## src/rtl/arc_pkg.sv

```systemverilog
package arc_pkg;

  // First interrupt ID that the cache covers; IDs below are private
  localparam int SHARED_BASE = 32;
  localparam int AFF_W = 32;

  typedef enum logic {
    ST_IDLE = 1'b0,
    ST_SCAN = 1'b1
  } arcState_t;

  // Strobes from control to datapath
  typedef struct packed {
    logic loadTgt;   // capture target affinity of tgtIdx
    logic wrEntry;   // write result for curIdx
    logic entryHit;  // result is a match at cpuIdx
  } arcStrobe_t;

  // Target affinity: high byte from bits 39:32, low three bytes from 23:0
  function automatic logic [AFF_W-1:0] routeAff(input logic [63:0] w);
    return {w[39:32], w[23:0]};
  endfunction

  function automatic logic [AFF_W-1:0] typeAff(input logic [63:0] w);
    return w[63:32];
  endfunction

endpackage

```

## src/rtl/arc_control.sv

```systemverilog
module arc_control
  import arc_pkg::*;
#(
  parameter int NUM_CPU = 4,
  parameter int NUM_IRQ = 64,
  localparam int NUM_SHARED = NUM_IRQ - SHARED_BASE,
  localparam int CPU_W = (NUM_CPU > 1) ? $clog2(NUM_CPU) : 1,
  localparam int IRQ_W = $clog2(NUM_IRQ),
  localparam int SH_W = (NUM_SHARED > 1) ? $clog2(NUM_SHARED) : 1
) (
  input  logic             clk,
  input  logic             rstN,
  input  logic             routeWrEn,
  input  logic [IRQ_W-1:0] routeWrIrq,
  input  logic             updReq,
  input  logic [IRQ_W-1:0] updIrq,
  input  logic             rebuildReq,
  input  logic             cmpMatch,
  output arcStrobe_t       strobe,
  output logic [SH_W-1:0]  tgtIdx,
  output logic [SH_W-1:0]  curIdx,
  output logic [CPU_W-1:0] cpuIdx,
  output logic             busy,
  output logic             done
);

  arcState_t state;
  logic inRebuild;
  logic rebuildPend;
  logic doneQ;
  logic [NUM_SHARED-1:0] pend;
  logic [NUM_SHARED-1:0] setMask;
  logic [NUM_SHARED-1:0] clrMask;
  logic [SH_W-1:0] lowIdx;
  logic routeShared, updShared;
  logic [SH_W-1:0] routeSh, updSh;
  logic startRebuild, startSingle, finishIrq, lastIrq, lastCpu, continueRebuild;

  assign routeShared = (int'(routeWrIrq) >= SHARED_BASE) && (int'(routeWrIrq) < NUM_IRQ);
  assign updShared   = (int'(updIrq) >= SHARED_BASE) && (int'(updIrq) < NUM_IRQ);
  assign routeSh = SH_W'(routeWrIrq - IRQ_W'(SHARED_BASE));
  assign updSh   = SH_W'(updIrq - IRQ_W'(SHARED_BASE));

  // New requests for the pending set
  always_comb begin
    setMask = '0;
    if (routeWrEn && routeShared) setMask[routeSh] = 1'b1;
    if (updReq && updShared) setMask[updSh] = 1'b1;
  end

  // Lowest pending interrupt is served first
  always_comb begin
    lowIdx = '0;
    for (int i = NUM_SHARED - 1; i >= 0; i--) begin
      if (pend[i]) lowIdx = SH_W'(i);
    end
  end

  assign lastCpu = (cpuIdx == CPU_W'(NUM_CPU - 1));
  assign lastIrq = (curIdx == SH_W'(NUM_SHARED - 1));
  assign startRebuild = (state == ST_IDLE) && rebuildPend;
  assign startSingle = (state == ST_IDLE) && !rebuildPend && (|pend);
  assign finishIrq = (state == ST_SCAN) && (cmpMatch || lastCpu);
  assign continueRebuild = finishIrq && inRebuild && !lastIrq;

  always_comb begin
    strobe.loadTgt = startRebuild || startSingle || continueRebuild;
    strobe.wrEntry = finishIrq;
    strobe.entryHit = cmpMatch;
    if (state == ST_IDLE) tgtIdx = startRebuild ? '0 : lowIdx;
    else tgtIdx = SH_W'(curIdx + 1);
    clrMask = '0;
    if (strobe.loadTgt) clrMask[tgtIdx] = 1'b1;
  end

  always_ff @(posedge clk or negedge rstN) begin
    if (!rstN) begin
      state <= ST_IDLE;
      inRebuild <= 1'b0;
      rebuildPend <= 1'b1;   // a rebuild always follows reset
      pend <= '0;
      curIdx <= '0;
      cpuIdx <= '0;
      doneQ <= 1'b0;
    end else begin
      pend <= (pend & ~clrMask) | setMask;
      rebuildPend <= (rebuildPend && !startRebuild) || rebuildReq;
      doneQ <= finishIrq && !continueRebuild;
      if (strobe.loadTgt) begin
        state <= ST_SCAN;
        curIdx <= tgtIdx;
        cpuIdx <= '0;
        if (state == ST_IDLE) inRebuild <= startRebuild;
      end else if (finishIrq) begin
        state <= ST_IDLE;
      end else if (state == ST_SCAN) begin
        cpuIdx <= CPU_W'(cpuIdx + 1);
      end
    end
  end

  assign busy = (state == ST_SCAN);
  assign done = doneQ;

endmodule

```

## src/rtl/arc_datapath.sv

```systemverilog
module arc_datapath
  import arc_pkg::*;
#(
  parameter int NUM_CPU = 4,
  parameter int NUM_IRQ = 64,
  localparam int NUM_SHARED = NUM_IRQ - SHARED_BASE,
  localparam int CPU_W = (NUM_CPU > 1) ? $clog2(NUM_CPU) : 1,
  localparam int IRQ_W = $clog2(NUM_IRQ),
  localparam int SH_W = (NUM_SHARED > 1) ? $clog2(NUM_SHARED) : 1
) (
  input  logic             clk,
  input  logic             rstN,
  input  logic             routeWrEn,
  input  logic [IRQ_W-1:0] routeWrIrq,
  input  logic [63:0]      routeWrData,
  input  logic             typeWrEn,
  input  logic [CPU_W-1:0] typeWrCpu,
  input  logic [63:0]      typeWrData,
  input  arcStrobe_t       strobe,
  input  logic [SH_W-1:0]  tgtIdx,
  input  logic [SH_W-1:0]  curIdx,
  input  logic [CPU_W-1:0] cpuIdx,
  output logic             cmpMatch,
  input  logic [IRQ_W-1:0] rdIrq,
  output logic             rdValid,
  output logic [CPU_W-1:0] rdCpu
);

  // Only the affinity fields are stored; other bits never reach a result
  logic [AFF_W-1:0] irqAff [NUM_SHARED];
  logic [AFF_W-1:0] cpuAff [NUM_CPU];
  logic             entValid [NUM_SHARED];
  logic [CPU_W-1:0] entCpu [NUM_SHARED];
  logic [AFF_W-1:0] tgtAff;
  logic [AFF_W-1:0] newRouteAff, newTypeAff;
  logic routeShared, rdShared;
  logic [SH_W-1:0] routeSh, rdSh;
  logic unusedBits;

  assign newRouteAff = routeAff(routeWrData);
  assign newTypeAff = typeAff(typeWrData);
  assign unusedBits = ^{routeWrData[63:40], routeWrData[31:24], typeWrData[31:0]};

  assign routeShared = (int'(routeWrIrq) >= SHARED_BASE) && (int'(routeWrIrq) < NUM_IRQ);
  assign routeSh = SH_W'(routeWrIrq - IRQ_W'(SHARED_BASE));

  for (genvar g = 0; g < NUM_SHARED; g++) begin : gIrq
    always_ff @(posedge clk or negedge rstN) begin
      if (!rstN) irqAff[g] <= '0;
      else if (routeWrEn && routeShared && (routeSh == SH_W'(g))) irqAff[g] <= newRouteAff;
    end

    always_ff @(posedge clk or negedge rstN) begin
      if (!rstN) begin
        entValid[g] <= 1'b0;
        entCpu[g] <= '0;
      end else if (strobe.wrEntry && (curIdx == SH_W'(g))) begin
        entValid[g] <= strobe.entryHit;
        entCpu[g] <= strobe.entryHit ? cpuIdx : '0;
      end
    end
  end

  for (genvar c = 0; c < NUM_CPU; c++) begin : gCpu
    always_ff @(posedge clk or negedge rstN) begin
      if (!rstN) cpuAff[c] <= '0;
      else if (typeWrEn && (typeWrCpu == CPU_W'(c))) cpuAff[c] <= newTypeAff;
    end
  end

  // Target held for the whole scan of one interrupt
  always_ff @(posedge clk or negedge rstN) begin
    if (!rstN) tgtAff <= '0;
    else if (strobe.loadTgt) tgtAff <= irqAff[tgtIdx];
  end

  assign cmpMatch = (cpuAff[cpuIdx] == tgtAff);

  assign rdShared = (int'(rdIrq) >= SHARED_BASE) && (int'(rdIrq) < NUM_IRQ);
  assign rdSh = SH_W'(rdIrq - IRQ_W'(SHARED_BASE));
  assign rdValid = rdShared && entValid[rdSh];
  assign rdCpu = rdShared ? entCpu[rdSh] : '0;

endmodule

```

## src/rtl/arc_affinity_cache.sv

```systemverilog
module arc_affinity_cache
  import arc_pkg::*;
#(
  parameter int NUM_CPU = 4,
  parameter int NUM_IRQ = 64,
  localparam int NUM_SHARED = NUM_IRQ - SHARED_BASE,
  localparam int CPU_W = (NUM_CPU > 1) ? $clog2(NUM_CPU) : 1,
  localparam int IRQ_W = $clog2(NUM_IRQ),
  localparam int SH_W = (NUM_SHARED > 1) ? $clog2(NUM_SHARED) : 1
) (
  input  logic             clk,
  input  logic             rstN,
  input  logic             routeWrEn,
  input  logic [IRQ_W-1:0] routeWrIrq,
  input  logic [63:0]      routeWrData,
  input  logic             typeWrEn,
  input  logic [CPU_W-1:0] typeWrCpu,
  input  logic [63:0]      typeWrData,
  input  logic             updReq,
  input  logic [IRQ_W-1:0] updIrq,
  input  logic             rebuildReq,
  input  logic [IRQ_W-1:0] rdIrq,
  output logic             rdValid,
  output logic [CPU_W-1:0] rdCpu,
  output logic             busy,
  output logic             done
);

  arcStrobe_t strobe;
  logic [SH_W-1:0] tgtIdx;
  logic [SH_W-1:0] curIdx;
  logic [CPU_W-1:0] cpuIdx;
  logic cmpMatch;

  arc_control #(.NUM_CPU(NUM_CPU), .NUM_IRQ(NUM_IRQ)) u_ctl (
    .clk(clk), .rstN(rstN),
    .routeWrEn(routeWrEn), .routeWrIrq(routeWrIrq),
    .updReq(updReq), .updIrq(updIrq), .rebuildReq(rebuildReq),
    .cmpMatch(cmpMatch), .strobe(strobe),
    .tgtIdx(tgtIdx), .curIdx(curIdx), .cpuIdx(cpuIdx),
    .busy(busy), .done(done)
  );

  arc_datapath #(.NUM_CPU(NUM_CPU), .NUM_IRQ(NUM_IRQ)) u_dp (
    .clk(clk), .rstN(rstN),
    .routeWrEn(routeWrEn), .routeWrIrq(routeWrIrq), .routeWrData(routeWrData),
    .typeWrEn(typeWrEn), .typeWrCpu(typeWrCpu), .typeWrData(typeWrData),
    .strobe(strobe), .tgtIdx(tgtIdx), .curIdx(curIdx), .cpuIdx(cpuIdx),
    .cmpMatch(cmpMatch),
    .rdIrq(rdIrq), .rdValid(rdValid), .rdCpu(rdCpu)
  );

endmodule

```

## config.mk

```make
export PLATFORM = sky130hd
export DESIGN_NAME = arc_affinity_cache
export DESIGN_NICKNAME = d
export VERILOG_FILES = /design/src/rtl/arc_pkg.sv /design/src/rtl/arc_control.sv /design/src/rtl/arc_datapath.sv /design/src/rtl/arc_affinity_cache.sv
export SDC_FILE = /design/constraint.sdc
export NUM_CORES = 2
export LEC_CHECK = 0
export ABC_AREA = 1
export BUFFER_PORTS_ARGS = -buffer_cell sky130_fd_sc_hd__buf_2
export CORE_AREA = 4 4 475 477
export DETAILED_ROUTE_END_ITERATION = 16
export DIE_AREA = 0 0 479 481
export PLACE_DENSITY = 0.42
export SKIP_LAST_GASP = 1
export SLEW_MARGIN = 0
export SYNTH_ARGS = -nofsm -noshare
export SYNTH_HDL_FRONTEND = slang
export SYNTH_SLANG_ARGS = --single-unit
export TNS_END_PERCENT = 20
```

## constraint.sdc

```tcl
create_clock -name clk -period 5.3 [get_ports clk]
set_clock_uncertainty 0.2 [all_clocks]
set_input_delay 0 -clock clk [delete_from_list [all_inputs] [get_ports clk]]
set_output_delay 0 -clock clk [all_outputs]
set_load 0.01 [all_outputs]
```

==> results.md <==
Power and ir drop:
- Of the total power, registers draw 34.5%.
- Summed over all nets, the switching power comes to between 0.015 and 0.02 W.
- The internal power is 0.0214 W.
- Power spread over the standard cell area amounts to slightly above 500 nW/um2.
- The switching portion of total power is 41.3%.
- Summing internal, switching and leakage power gives approximately 0.037 W.
- The combinational fraction of design power is between 30% and 40%.
- The leakage power total is ~34 nW.
- The worst-case IR drop observed on VDD is 0.431 mV.
- In this run, the clock network consumes 29.6% of the power.

Critical path:
- At the worst endpoint, the required time is 5.76 ns.
- The critical path runs through a total of 18 cells.
- The most critical setup path has its startpoint at u_ctl.cpuIdx[0]$_DFFE_PN0P_.
- The critical path's slowest cell is sky130_fd_sc_hd__dfrtp_2.
- STA classifies the critical path startpoint as a flip-flop.
- The total buffers and inverters traversed by the critical path is 4.
- The kind of cell adding the most delay to the critical path is simple AND/OR/NAND/NOR gates.
- The critical path goes through buf_4 -> o21ai_0 -> o22ai_1 -> xor2_1 -> nor4_1 -> nand2_1 -> nor4_4 -> or2_1 -> nand2_2 -> inv_2 -> nand3_1 -> nand2_4 -> inv_2 -> nor2_4 -> nand2_1 -> o21ai_0 -> nand3_1 -> dlygate4sd3_1.
- Measured in cells, the most critical reg-to-reg path has a length of 18.
- The endpoint class of the critical path is a flip-flop.
- The critical path data arrival time is 5.29 ns.
- The worst-path maximum fanout is 30.
- In this run the register-to-register setup slack is roughly 0.48 ns.
- In this design, the stage delay of the slowest critical-path cell is 0.65 ns.
- In this run the critical register-to-register path is captured at u_ctl.pend[13]$_DFF_PN0_.
- The worst setup path endpoint is u_ctl.pend[13]$_DFF_PN0_.
- The classification of the worst setup path is reg2reg.
- The worst register-to-register path begins at u_ctl.cpuIdx[0]$_DFFE_PN0P_.

Global route:
- The via count of the first global-routing pass is 52600.
- Global routing consumed, over all layers together, about a fifth of the routing resources.
- The wire length of the first global-routing pass is between 300000 and 400000 um.
- The initial antenna violation count is 4.
- The global route total overflow is 0.
- The largest net degree at the start of global routing is 159.

Drt:
- After detailed routing, the number of vias per cell comes to 4.88.
- The count of nets left with antenna violations once routing finished came out at 0.
- In the final routed layout, each cell accounts on average for 21.5 um.
- Across all layers, the routed design uses 53700 vias.
- The routed wire length is 237000 um.
- The post-route DRC violation count is 0.
- For this block, the initial DRC count from the detailed router was 4883.
- The iteration count of the initial detailed-routing pass is 6.

Placement:
- The final estimated routing congestion in global placement is 0.802.
- Input and output buffers added on the ports amount to 94.
- The number of placed cells counting well taps is 10500.
- Summing all placed instances gives a cell area of around 65000 um2.
- After legalization and detailed placement, the total HPWL measured 126000 um.

Clocking:
- The number of buffers between clock root and the deepest sink is 3.
- The clock tree synthesis step divided the H-tree into 4 levels.
- TritonCTS built the clock tree.
- The clock sink count is around 1300.
- Clock latency on the worst-skew pair, taken at its later pin, is 0.81 ns.
- The buffer type at the clock tree root is sky130_fd_sc_hd__clkbuf_16.
- The clock transition time at the flip-flop clock pins of the worst setup and hold paths is about 0.06 ns.
- The number of buffers created by CTS is roughly 160.

Final layout:
- The signed area change from the synthesized netlist to the final layout is 16.7%.
- The count of non-filler cells in the finished layout is 11000.
- The total number of nets in the final design is 8070.
- Measured on the finished design, the core utilization comes to roughly a third.
- The post-route cell area is between 70000 and 80000 um2.
- Of the cells placed in the final design, the portion with a size suffix greater than 1 is 6.55%.

Die:
- The placeable core area is 221000 um2.
- The die footprint is between 200000 and 250000 um2.
- In this run the vertical extent of the chip is 481 um.
- The floorplan die width is 479 um.
- Once the floorplan was initialized, standard cells occupied 27.9% of the core.
- The floorplan row count is 173.
- The number of primary I/O pins is 159.

Hold path:
- The worst min-delay path class is in2reg.

Logic synthesis:
- Synthesis produced a netlist with a net count of 8149.
- The synthesized netlist cell count is 7988.
- The post-synthesis cell type count is 38.
- The area share of the leading cell type in the synthesized netlist is between 50 and 60%.
- The fraction of the yosys area taken by sequential cells is a little over half.
- The count of warnings emitted by yosys is 0.
- The mean instance size in the synthesized netlist is 7.74 um2.
- The largest total area in the synthesized netlist belongs to sky130_fd_sc_hd__dfrtp_1.
- Yosys attributes the largest share of cell area to sky130_fd_sc_hd__dfrtp_1 54%, sky130_fd_sc_hd__nand2_1 18%, sky130_fd_sc_hd__o21ai_0 11%.
- Counting flops and latches in the post-synthesis netlist gives 1323.
- The total standard cell area after synthesis is 61800 um2.

STA:
- The peak clock frequency supported by timing is 207 MHz.
- Dividing the final minimum period by the clock period gives a little over 90%.
- The pin slew with the least headroom to its limit is between 1 and 1.5 ns.
- Setup repair after global routing left no endpoint under its margin.
- The final sum of negative setup slack is 0 ns.
- The clock period could shrink to 4.82 ns.
- Setup violations remaining at the end of the flow were counted as 0.
- The number of pins with negative max-slew slack in the final report is 0.
- The count of endpoints failing hold in the final timing report is 0.
- In this run the tightest slew margin relative to its limit is 23.9%.

Run:
- The total of max-cap violations is 0.

Run status:
- The run finished with clean final reports.
## state kept, by name (all words and copies together) (netlist names)
register and count:
u_ctl.curIdx 5, u_dp.tgtAff 32, u_dp.irqAff 1024, u_ctl.busy 1
u_ctl.rebuildPend 1, u_ctl.pend 32, u_dp.entCpu 64, u_ctl.done 1
u_dp.entValid 32, u_ctl.cpuIdx 2, u_ctl.inRebuild 1, u_dp.cpuAff 128
## through the flow
stage	hold WS, ns	setup WS (ns)
detailed placement	-0.105	0.680
global route	0.0742	0.114
floorplan	-0.496	2.10
CTS	0.0300	0.189
finish	0.101	0.477
global placement	-0.0901	0.495
## layout by cell type, fill, tap and decap left out, drive strengths merged, types with 2 or more instances in the layout
master	synthesis	layout
clkinv	1	27
a21oi	66	66
nor2	394	394
bufinv	0	5
clkbuf	515	238
nor3	15	15
o21bai	2	2
xnor2	4	4
o21ai	1347	1347
o221ai	11	11
buf	133	218
o211ai	5	5
inv	298	304
or2	3	3
a31oi	6	6
a32oi	2	2
nand3	750	750
nand2	2946	2946
o22ai	37	37
ha	7	7
xor2	29	29
diode	0	2
o311ai	3	3
dfrtp	1322	1322
nand4	69	69
dlygate4sd3	0	194
nor4	11	11
nand3b	8	8
## cell type report
cell class | instances | area (um2)
Clock inverter | 38 | 367
Sequential cell | 1323 | 33100
Clock buffer | 238 | 4720
Tap cell | 2975 | 3720
Fill cell | 23700 | 149000
Multi-Input combinational cell | 5718 | 25300
Timing Repair Buffer | 412 | 3840
Antenna cell | 2 | 5.00
Inverter | 299 | 1140
## worst min-delay path, cell delays in order
cell and delay, ns:
sky130_fd_sc_hd__dlygate4sd3_1 0.54, sky130_fd_sc_hd__buf_2 0.15, sky130_fd_sc_hd__inv_1 0.11, sky130_fd_sc_hd__nor3_1 0.10
sky130_fd_sc_hd__nand2_1 0.07, sky130_fd_sc_hd__nand3_1 0.06
## synth_stat cells
cell type and instances:
sky130_fd_sc_hd__a21oi_1 66, sky130_fd_sc_hd__nor4_1 10, sky130_fd_sc_hd__o21bai_1 2, sky130_fd_sc_hd__or2_1 1, sky130_fd_sc_hd__o21ai_1 18, sky130_fd_sc_hd__inv_1 294, sky130_fd_sc_hd__o211ai_1 5, sky130_fd_sc_hd__clkbuf_1 515
sky130_fd_sc_hd__or2_2 2, sky130_fd_sc_hd__a311oi_1 1, sky130_fd_sc_hd__buf_6 1, sky130_fd_sc_hd__o21ai_0 1329, sky130_fd_sc_hd__nand2_1 2945, sky130_fd_sc_hd__nand4_1 69, sky130_fd_sc_hd__xnor2_1 4, sky130_fd_sc_hd__dfstp_2 1
sky130_fd_sc_hd__a31oi_1 6, sky130_fd_sc_hd__a32oi_1 2, sky130_fd_sc_hd__nor2_2 4, sky130_fd_sc_hd__o22ai_1 37, sky130_fd_sc_hd__xor2_1 29, sky130_fd_sc_hd__ha_1 7, sky130_fd_sc_hd__buf_4 45, sky130_fd_sc_hd__dfrtp_1 1322
sky130_fd_sc_hd__clkinv_1 1, sky130_fd_sc_hd__o41ai_1 1, sky130_fd_sc_hd__mux2_2 1, sky130_fd_sc_hd__nand3b_1 8, sky130_fd_sc_hd__o311ai_0 3, sky130_fd_sc_hd__inv_2 4, sky130_fd_sc_hd__buf_1 25, sky130_fd_sc_hd__nand2_2 1
sky130_fd_sc_hd__nor4_4 1, sky130_fd_sc_hd__nand3_1 750, sky130_fd_sc_hd__buf_2 62, sky130_fd_sc_hd__nor2_1 390, sky130_fd_sc_hd__nor3_1 15, sky130_fd_sc_hd__o221ai_1 11
## kinds of logic (layout without fill, tap and decap cells)
logic type / Yosys count / count (layout) / synth area share, %
adder cells (fa/ha/maj): 7 / 7 / 0.142
flip-flops: 1323 / 1323 / 53.5
multiplexers: 1 / 1 / 0.0182
AO/OA/AOI/OAI: 1481 / 1481 / 12.2
other: 0 / 2 / 0
AND/OR/NAND/NOR: 4196 / 4196 / 27.5
XOR/XNOR: 33 / 33 / 0.467
buffers and inverters: 947 / 987 / 6.16
## power by group through the flow
stage	Sequential [W]	Combinational, W	Clock (W)
global placement	0.0127	0.0130	0
global route	0.0128	0.0144	0.0115
CTS	0.0126	0.0132	0.0111
floorplan	0.0123	0.00793	0
detailed placement	0.0128	0.0130	0
finish	0.0126	0.0131	0.0108
## metal layers
metal	GRT usage [%]	vias to the layer above	wire [um]
met5	0	-	0
met4	5.31	0	6010
met3	2.38	289	9560
met2	34.5	1260	112000
met1	27.9	26500	109000
li1	-	25700	-
## how the worst min path moves through the flow
stage,from,to,slack [ns],depth (start not counted)
2_1_floorplan,rstN,u_ctl.busy$_DFFE_PN0P_,-0.50,0
3_3_place_gp,rstN,u_dp.entCpu[34]$_DFFE_PN0P_,-0.09,1
5_1_grt,updIrq[3],u_ctl.pend[28]$_DFF_PN0_,0.07,6
4_1_cts,updIrq[3],u_ctl.pend[28]$_DFF_PN0_,0.03,6
3_5_place_dp,rstN,u_dp.entCpu[34]$_DFFE_PN0P_,-0.11,1
6_report,updIrq[3],u_ctl.pend[24]$_DFF_PN0_,0.10,6
## repair_timing
item,4_1_cts,5_1_grt
endpoints found under the hold margin,2461,0
hold buffers,197,0
buffers inserted,0,0
resized for setup,0,2
setup endpoints to repair,0,1
Power figures use the tool's default switching activity.
